<file path="config.mk">
export PLATFORM = sky130hd
export DESIGN_NAME = ipi_timer_irq_unit
export DESIGN_NICKNAME = d
export VERILOG_FILES = /design/src/rtl/ipt_pkg.sv /design/src/rtl/ipt_bus_decode.sv /design/src/rtl/ipt_pending_vec.sv /design/src/rtl/ipi_timer_irq_unit.sv
export SDC_FILE = /design/constraint.sdc
export NUM_CORES = 1
export LEC_CHECK = 0
export ABC_AREA = 1
export BUFFER_PORTS_ARGS = -buffer_cell sky130_fd_sc_hd__clkbuf_2
export CAP_MARGIN = 40
export CORE_ASPECT_RATIO = 1.4
export CORE_MARGIN = 2
export CORE_UTILIZATION = 41
export DETAILED_ROUTE_END_ITERATION = 10
export HOLD_SLACK_MARGIN = 0.12
export PLACE_DENSITY_LB_ADDON = 0.12
export SLEW_MARGIN = 10
export SYNTH_ARGS = -nofsm -noshare
export SYNTH_HDL_FRONTEND = slang
export SYNTH_HIERARCHICAL = 1
export SYNTH_SLANG_ARGS = --single-unit
</file>
<file path="constraint.sdc">
create_clock -name clk -period 2.1 [get_ports clk]
set_input_delay 0.42 -clock clk [delete_from_list [all_inputs] [get_ports clk]]
set_output_delay 0.42 -clock clk [all_outputs]
set_load 0.02 [all_outputs]
</file>
<file path="src/rtl/ipt_pkg.sv">
package ipt_pkg;
  localparam int DATA_W  = 32;
  localparam int ADDR_W  = 2;
  localparam int MAX_CPU = 4;
  localparam int CPU_W   = 2;

  typedef enum logic [ADDR_W-1:0] {
    RG_MISC      = 2'd0,
    RG_IPI_STAT  = 2'd1,
    RG_TMR_STAT  = 2'd2,
    RG_IPI_QUEUE = 2'd3
  } reg_sel_e;

  typedef struct packed {
    logic [MAX_CPU-1:0] ipi_post;
    logic [MAX_CPU-1:0] ipi_drop;
    logic [MAX_CPU-1:0] tmr_drop;
    logic               nxm_ack;
  } misc_fields_t;

  function automatic misc_fields_t misc_unpack(input logic [DATA_W-1:0] d);
    misc_fields_t f;
    f.ipi_post = d[15:12];
    f.ipi_drop = d[11:8];
    f.tmr_drop = d[7:4];
    f.nxm_ack  = d[28];
    return f;
  endfunction

  function automatic logic [DATA_W-1:0] misc_pack(input logic [MAX_CPU-1:0] ipi,
                                                  input logic [MAX_CPU-1:0] tmr,
                                                  input logic [CPU_W-1:0]   who);
    logic [DATA_W-1:0] r;
    r        = '0;
    r[11:8]  = ipi;
    r[7:4]   = tmr;
    r[1:0]   = who;
    return r;
  endfunction

  // One pending bit: set_wins picks which side a same-cycle collision favours.
  function automatic logic pend_next(input logic q, input logic s, input logic c,
                                     input logic set_wins);
    return set_wins ? ((q & ~c) | s) : ((q | s) & ~c);
  endfunction
endpackage

</file>
<file path="src/rtl/ipt_bus_decode.sv">
module ipt_bus_decode
  import ipt_pkg::*;
#(
  parameter int NCPU = 4
) (
  input  logic                    clk,
  input  logic                    rst_n,
  input  logic                    req_valid,
  input  logic                    req_write,
  input  logic [ADDR_W-1:0]       req_addr,
  input  logic [DATA_W-1:0]       req_wdata,
  output logic [NCPU-1:0]         ipi_set,
  output logic [NCPU-1:0]         ipi_clr,
  output logic [NCPU-1:0]         tmr_clr,
  output logic                    wr_err,
  output logic                    rd_en
);
  misc_fields_t    mf;
  logic [NCPU-1:0] vec;
  logic [NCPU-1:0] post_m, drop_m, tdrop_m;
  logic            wr_en, misc_ok;

  assign mf      = misc_unpack(req_wdata);
  assign vec     = req_wdata[NCPU-1:0];
  assign post_m  = mf.ipi_post[NCPU-1:0];
  assign drop_m  = mf.ipi_drop[NCPU-1:0];
  assign tdrop_m = mf.tmr_drop[NCPU-1:0];
  assign wr_en   = req_valid & req_write;
  assign rd_en   = req_valid & ~req_write;
  assign misc_ok = (|post_m) | (|drop_m) | (|tdrop_m) | mf.nxm_ack;

  always_comb begin
    ipi_set = '0;
    ipi_clr = '0;
    tmr_clr = '0;
    wr_err  = 1'b0;
    if (wr_en) begin
      unique case (reg_sel_e'(req_addr))
        RG_MISC: begin
          wr_err = ~misc_ok;
          if (misc_ok) begin
            ipi_set = post_m;
            ipi_clr = drop_m;
            tmr_clr = tdrop_m;
          end
        end
        RG_IPI_STAT: begin
          wr_err  = ~|vec;
          ipi_clr = vec;
        end
        RG_TMR_STAT: begin
          wr_err  = ~|vec;
          tmr_clr = vec;
        end
        RG_IPI_QUEUE: begin
          wr_err  = ~|vec;
          ipi_set = vec;
        end
        default: wr_err = 1'b1;
      endcase
    end
  end

  // a lone acknowledge bit is always accepted
  p_nxm_ok_r5: assert property (@(posedge clk) disable iff (!rst_n)
    (wr_en && req_addr == RG_MISC && req_wdata == (32'd1 << 28)) |-> !wr_err);
  // a flagged write produces no set or clear strobes
  p_err_no_strobe_r12: assert property (@(posedge clk) disable iff (!rst_n)
    wr_err |-> (ipi_set == '0 && ipi_clr == '0 && tmr_clr == '0));
  // reads never produce strobes
  p_read_no_strobe_r13: assert property (@(posedge clk) disable iff (!rst_n)
    rd_en |-> (ipi_set == '0 && ipi_clr == '0 && tmr_clr == '0 && !wr_err));
endmodule

</file>
<file path="src/rtl/ipt_pending_vec.sv">
module ipt_pending_vec
  import ipt_pkg::*;
#(
  parameter int N        = 4,
  parameter bit SET_WINS = 1'b0
) (
  input  logic         clk,
  input  logic         rst_n,
  input  logic [N-1:0] set_i,
  input  logic [N-1:0] clr_i,
  output logic [N-1:0] q_o
);
  for (genvar b = 0; b < N; b++) begin : g_bit
    logic nxt;
    assign nxt = pend_next(q_o[b], set_i[b], clr_i[b], SET_WINS);

    always_ff @(posedge clk) begin
      if (!rst_n) q_o[b] <= 1'b0;
      else        q_o[b] <= nxt;
    end

    // a set that is not overridden lands on the next edge
    p_set_lands_r2: assert property (@(posedge clk) disable iff (!rst_n)
      (set_i[b] && (SET_WINS || !clr_i[b])) |=> q_o[b]);
    // a clear that is not overridden lands on the next edge
    p_clr_lands_r3: assert property (@(posedge clk) disable iff (!rst_n)
      (clr_i[b] && (!SET_WINS || !set_i[b])) |=> !q_o[b]);
    // without a strobe the bit holds
    p_hold_r7: assert property (@(posedge clk) disable iff (!rst_n)
      (!set_i[b] && !clr_i[b]) |=> $stable(q_o[b]));
  end
endmodule

</file>
<file path="src/rtl/ipi_timer_irq_unit.sv">
module ipi_timer_irq_unit
  import ipt_pkg::*;
#(
  parameter int NCPU = 4
) (
  input  logic              clk,
  input  logic              rst_n,
  input  logic              req_valid,
  input  logic              req_write,
  input  logic [1:0]        req_addr,
  input  logic [31:0]       req_wdata,
  input  logic [1:0]        req_cpu,
  output logic [31:0]       rsp_rdata,
  output logic              rsp_err,
  input  logic              tick,
  output logic [NCPU-1:0]   ipi_irq,
  output logic [NCPU-1:0]   tmr_irq
);
  localparam int PAD = MAX_CPU - NCPU;

  logic [NCPU-1:0]    ipi_set, ipi_clr, tmr_clr, tmr_set;
  logic [NCPU-1:0]    ipi_pend, tmr_pend;
  logic [MAX_CPU-1:0] ipi_w, tmr_w;
  logic               wr_err, rd_en;

  ipt_bus_decode #(.NCPU(NCPU)) u_dec (
    .clk       (clk),
    .rst_n     (rst_n),
    .req_valid (req_valid),
    .req_write (req_write),
    .req_addr  (req_addr),
    .req_wdata (req_wdata),
    .ipi_set   (ipi_set),
    .ipi_clr   (ipi_clr),
    .tmr_clr   (tmr_clr),
    .wr_err    (wr_err),
    .rd_en     (rd_en)
  );

  assign tmr_set = {NCPU{tick}};

  ipt_pending_vec #(.N(NCPU), .SET_WINS(1'b0)) u_ipi (
    .clk (clk), .rst_n (rst_n), .set_i (ipi_set), .clr_i (ipi_clr), .q_o (ipi_pend)
  );

  ipt_pending_vec #(.N(NCPU), .SET_WINS(1'b1)) u_tmr (
    .clk (clk), .rst_n (rst_n), .set_i (tmr_set), .clr_i (tmr_clr), .q_o (tmr_pend)
  );

  if (PAD > 0) begin : g_pad
    assign ipi_w = {{PAD{1'b0}}, ipi_pend};
    assign tmr_w = {{PAD{1'b0}}, tmr_pend};
  end else begin : g_nopad
    assign ipi_w = ipi_pend;
    assign tmr_w = tmr_pend;
  end

  always_comb begin
    rsp_rdata = '0;
    if (rd_en) begin
      unique case (reg_sel_e'(req_addr))
        RG_MISC:     rsp_rdata = misc_pack(ipi_w, tmr_w, req_cpu);
        RG_IPI_STAT: rsp_rdata[MAX_CPU-1:0] = ipi_w;
        RG_TMR_STAT: rsp_rdata[MAX_CPU-1:0] = tmr_w;
        default:     rsp_rdata = '0;
      endcase
    end
  end

  assign rsp_err = wr_err;
  assign ipi_irq = ipi_pend;
  assign tmr_irq = tmr_pend;

  // after a tick every timer line is up
  p_tick_all_r8: assert property (@(posedge clk) disable iff (!rst_n)
    tick |=> (&tmr_irq));
  // a rejected write changes no state
  p_err_quiet_r6: assert property (@(posedge clk) disable iff (!rst_n)
    (rsp_err && !tick) |=> ($stable(ipi_irq) && $stable(tmr_irq)));
  // a read changes no state
  p_read_quiet_r13: assert property (@(posedge clk) disable iff (!rst_n)
    (rd_en && !tick) |=> ($stable(ipi_irq) && $stable(tmr_irq)));

  initial begin
    p_ncpu_range_r1: assert (NCPU >= 1 && NCPU <= MAX_CPU);
  end
endmodule

</file>
==> flow_metrics.tcl, run 1 <==
set metrics [dict create \
    status "completed" \
    grt.total_usage_pct 17.0 \
    cp_max_fo 7 \
    worstHoldStart "tick" \
    postSynthAreaPerCell_um2 5.53 \
    cts_tree "done" \
    clk_path_buf_depth 2 \
    peakVddDrop_mv 0.268 \
    cts_hold_buffers 0 \
    synth-seq-cells 8 \
    synth_cell_type_count 17 \
    hold_class "primary input to flip-flop" \
    vias_per_cell 4.33 \
    finalSetupViolCount 0 \
    drc_errors 0 \
    grt_first_pass_wirelength_um 3580 \
    reg2reg_depth 2 \
    drv_slew 0 \
    synth_top_area_share_pct 16.9 \
    dieArea_um2 2800 \
    ios 82 \
    vias 1073 \
    power_w 0.000446 \
    avgRoutedWirePerCell_um 8.99 \
    powerDensity_nw_per_um2 376 \
    final_cells 248 \
    clock_sinks 8 \
    coreArea_um2 2230 \
    num_rows 20 \
    post-place-cells 245 \
    cts_root_buffer "clkbuf_4" \
    hold_depth 3 \
    hold_viol 0 \
    rr_startpoint "u_tmr/q_o[2]" \
    start_util_pct 43.9 \
    final_common_cell "clkbuf_2" \
    dr.pass1.iters 4 \
    post_cts_buffers 0 \
    clk_pin_slew_ps 50 \
    rrSetupSlack_ps 1460 \
    area_delta_synth_final_pct 21.4 \
    syn_inst 177 \
    drt_iter0_markers 19 \
    ys_seq_area_share_pct 16.4 \
    clock-skew-final_ps 0 \
    end_kind "output pin" \
    antenna_cells 0 \
    timing.rr.end "u_tmr/q_o[2]" \
    die-height_um 61.8 \
    critPathKind "primary input to output pin" \
    start_kind "primary input" \
    min_to "u_tmr/q_o[1]" \
    grt_pass1_vias 926 \
    synthTopCellsByArea "nand2_1 (17%), dfxtp_1 (16%), buf_4 (16%)" \
    htree_levels 1 \
    cts_buffers 3 \
    io_buffers 46 \
    wl_um 2230 \
    final_cell_mix "clkbuf_2 (46), nand2_1 (44), inv_1 (40)" \
    chipWidth_um 45.3 \
    place.gp.congestion 0.853 \
    synth_area_um2 978 \
    crit_arrival_ps 1500 \
    antenna_found_initial 0 \
    finalSetupTns_ps 0 \
    rsz0062_at_grt "false" \
    drive_gt1_share_pct 27.0 \
    finalCritPeriodShare_pct 91.2 \
    grt_start_max_net_pins 11 \
    ys.warnings.count 6 \
    insertion_delay_ps 240 \
    synth_top_area_cell "nand2_1" \
    cts_resized 0 \
    leakagePower_nw 0.721 \
    critical_path_required_ps 1680 \
    nets 273 \
    dp_hpwl_um 2010 \
    period_needed_ps 1920 \
    drv_cap 0 \
    ant_nets 0 \
    fmax_mhz 522 \
    globalRoute.totalOverflow 0 \
]
through the flow:
stage	util [%]	hold slack, ps	setup WS (ps)	instance area, um^2
floorplan	-	540	615	1050
global placement	52.3	485	200	1160
detailed placement	52.3	489	166	1160
CTS	53.3	426	170	1190
global route	53.3	441	50.4	1190
finish	53.3	435	184	1190
power breakdown:
part	internal, W	switching (W)	leakage (nW)
registers	0.000160	0.00000736	0.0659
logic	0.0000538	0.000115	0.641
clock network	0.0000649	0.0000454	0.0138
total	0.000278	0.000168	0.721
worst max-delay path, cell delays in order:
cell and delay [ps]:
clkbuf_2 150, inv_1 100, ha_1 300, inv_1 120, nand2_1 80, nand2_1 60, a21oi_2 90, clkbuf_2 170
registers in the layout (all words and copies together) (netlist names):
name and cells:
u_tmr/q_o 4, u_ipi/q_o 4
cell usage after synthesis:
master,count
ha_1,4
a21oi_2,1
o22ai_1,2
nand2_2,2
nand2_4,1
nor2_4,1
nor2_1,23
nor2_2,4
buf_4,21
conb_1,1
inv_1,40
o21ai_0,1
a21oi_1,14
nand3_1,9
inv_2,1
dfxtp_1,8
nand2_1,44
cell families (layout without fill, tap and decap cells):
group,count (synthesis),in the layout,share of synthesized area [%]
compound gates,18,18,9.85
buf+inv,62,92,31.8
other cells,1,20,0.383
simple gates,84,84,36.4
flops,8,8,16.4
fa+ha+maj,4,4,5.12
worst max-delay path by stage:
stage	start	endpoint	cells after the start
after floorplan	req_valid	rsp_rdata[10]	4
after global placement	req_addr[0]	rsp_err	8
final	req_addr[0]	rsp_err	8
after detailed placement	req_addr[0]	rsp_err	8
after global routing	req_addr[0]	rsp_err	8
after CTS	req_addr[0]	rsp_err	8
per-layer routing:
metal  track usage [%]  vias to the layer above  wire (um)
met5                 0                        -          0
met4              7.98                        0         23
met3              2.02                        4        117
met2              31.4                       39       1170
met1              18.9                      452        920
li1                  -                      578          -
cell type report:
cell class / count / area (um^2)
Clock buffer: 3 / 22.5
Sequential cell: 8 / 160
Inverter: 41 / 154
Fill cell: 243 / 1040
Tap cell: 22 / 27.5
Timing Repair Buffer: 48 / 245
Multi-Input combinational cell: 126 / 578
No activity file was read; power rests on OpenSTA's default activity.
==> run 2, diff against run 1 <==
--- a/config.mk
+++ b/config.mk
@@ -5,12 +5,11 @@
 export SDC_FILE = /design/constraint.sdc
 export NUM_CORES = 1
 export LEC_CHECK = 0
-export ABC_AREA = 1
 export BUFFER_PORTS_ARGS = -buffer_cell sky130_fd_sc_hd__clkbuf_2
 export CAP_MARGIN = 40
 export CORE_ASPECT_RATIO = 1.4
 export CORE_MARGIN = 2
-export CORE_UTILIZATION = 41
+export CORE_UTILIZATION = 40
 export DETAILED_ROUTE_END_ITERATION = 10
 export HOLD_SLACK_MARGIN = 0.12
 export PLACE_DENSITY_LB_ADDON = 0.12
==> run 2 against run 1 <==
Against the previous run: worst hold slack better by 10 ps; synthesized cell count is 38% lower; clock skew stayed put.
==> flow_metrics.tcl, run 2 <==
set metrics [dict create \
    yosysMostFrequentCell "buf_4" \
    post_dp_cell_area_um2 1120 \
    finalCritPeriodShare_pct 95.2 \
    die-height_um 60.2 \
    grt_pass1_vias 830 \
    insertion_delay_ps 240 \
    dieArea_um2 2650 \
    drv_slew 0 \
    drt_iter0_markers 18 \
    antenna_cells 0 \
    synthTopCellsByArea "dfxtp_1 (18%), buf_4 (17%), a22oi_1 (12%)" \
    ys.warnings.count 6 \
    synth-seq-cells 8 \
    min_to "u_tmr/q_o[1]" \
    cts_hold_buffers 0 \
    whs_ps 445 \
    drive_gt1_share_pct 42.6 \
    syn_inst 109 \
    grt_first_pass_wirelength_um 3480 \
    ys_seq_area_share_pct 17.8 \
    finalSetupTns_ps 0 \
    clk_pin_slew_ps 50 \
    place.gp.congestion 0.815 \
    synth_common_cells "buf_4 (20), a22oi_1 (14), nor2_1 (12)" \
    drv_cap 0 \
    coreArea_um2 2150 \
    fmax_mhz 500 \
    critPathKind "primary input to output pin" \
    cts_root_buffer "clkbuf_4" \
    worstHoldStart "tick" \
    hold_class "primary input to flip-flop" \
    synth-edff-count 0 \
    start_kind "primary input" \
    end_kind "output pin" \
    synthArstFlopShare_pct 0 \
    rrSetupSlack_ps 1390 \
    clock_sinks 8 \
    grt.total_usage_pct 18.1 \
    power_w 0.000456 \
    multi_input_area_um2 667 \
    cp_max_fo 2 \
    cts_tree "done" \
    grt_start_max_net_pins 13 \
    final_common_cell "clkbuf_2" \
    reg2reg_depth 2 \
    io_buffers 46 \
    leakagePower_nw 0.585 \
    synth_area_um2 901 \
    postSynthAreaPerCell_um2 8.26 \
    ant_nets 0 \
    period_needed_ps 2000 \
    clock-skew-final_ps 0 \
    critical_path_required_ps 1680 \
    seqCellArea_um2 160 \
    synthFlopType "dfxtp_1" \
    num_rows 20 \
    synth_top_area_cell "dfxtp_1" \
    timing.rr.end "u_tmr/q_o[1]" \
    dp_hpwl_um 1900 \
    finalSetupViolCount 0 \
    nets 209 \
    clk_path_buf_depth 2 \
    drc_errors 0 \
    nFillCells 225 \
    final_cell_mix "clkbuf_2 (45), conb_1 (20), a22oi_1 (14)" \
    synth_cell_type_count 26 \
    vias_per_cell 4.99 \
    start_util_pct 41.9 \
    dr.pass1.iters 4 \
    ios 82 \
    hold_depth 2 \
    hold_viol 0 \
    wl_um 2210 \
    rsz0062_at_grt "false" \
    critPathLaunch "req_addr[1]" \
    cts_buffers 3 \
    crit_arrival_ps 1580 \
    area_delta_synth_final_pct 30.3 \
    avgRoutedWirePerCell_um 12.0 \
    peakVddDrop_mv 0.217 \
    final_util_pct 54.5 \
    synth_top_area_share_pct 17.8 \
    rr_startpoint "u_tmr/q_o[1]" \
    antenna_found_initial 0 \
    status "completed" \
    chipWidth_um 44.1 \
    top_regs "u_ipi/q_o: 4 flops, u_tmr/q_o: 4 flops" \
    htree_levels 1 \
    vias 918 \
    globalRoute.totalOverflow 0 \
    fin_area_um2 1170 \
    powerDensity_nw_per_um2 389 \
]
[run 2: changes by cell type after synthesis, moves of 10 or more]
cell / before / now
a21oi_1: 14 / 0
a22oi_1: 0 / 14
and2_1: 0 / 10
inv_1: 40 / 2
nand2_1: 44 / 1
nor2_1: 23 / 12
[run 2: logic make-up after synthesis]
kind of cell             count (synthesis)  share of synthesized area, %
flip-flops                               8                          17.8
buffers and inverters                   24                          18.5
AO/OA/AOI/OAI                           21                          17.5
adder cells (fa/ha/maj)                  4                          5.56
AND/OR/NAND/NOR                         49                          38.1
other                                    1                         0.416
multiplexers                             2                          2.22
[run 2: repair_timing]
action,CTS,global route
setup endpoints to repair,1,1
gates resized for setup,3,4
pin swaps,0,3
setup buffers,0,0
[run 2: metrics by stage]
step                std cells  worst slack [ps]
finish                    184               102
global route              184              34.2
CTS                       184              26.6
detailed placement        181             -7.55
global placement          181             -16.6
floorplan                 128              99.7
[run 2: power by group]
part           total [W]  internal, W  switching (W)  leakage (nW)
Sequential      0.000166     0.000160     0.00000683        0.0659
Clock           0.000112    0.0000650      0.0000468        0.0138
Combinational   0.000178    0.0000709       0.000107         0.505
[run 2: worst max-delay path by stage]
| stage | end | depth (start not counted) |
|---|---|---|
| after floorplan | rsp_err | 4 |
| after global placement | rsp_err | 6 |
| after detailed placement | rsp_err | 6 |
| after CTS | rsp_err | 6 |
| after global routing | rsp_err | 8 |
| final | rsp_err | 6 |
[run 2: critical path, cell delays in order]
cell and delay (ps):
clkbuf_2 90, inv_1 50, ha_2 190, or4_4 430
o31ai_4 250, buf_6 150
[run 2: layout make-up]
class,instances,share of cell area (%)
multi-input combinational,96,56.8
timing repair buffer,53,24.6
sequential,8,13.6
tap,22,2.35
clock buffer,3,1.92
inverter,2,0.640
[run 2: per-layer routing]
metal / share of wire (%) / GRT usage (%) / wire length, um / up-vias
met1: 35 / 18.6 / 772 / 410
met5: 0 / 0 / 0 / -
li1: - / - / - / 453
met4: 2.7 / 13.4 / 60 / 0
met3: 6.7 / 2.11 / 148 / 6
met2: 56 / 32.6 / 1230 / 49
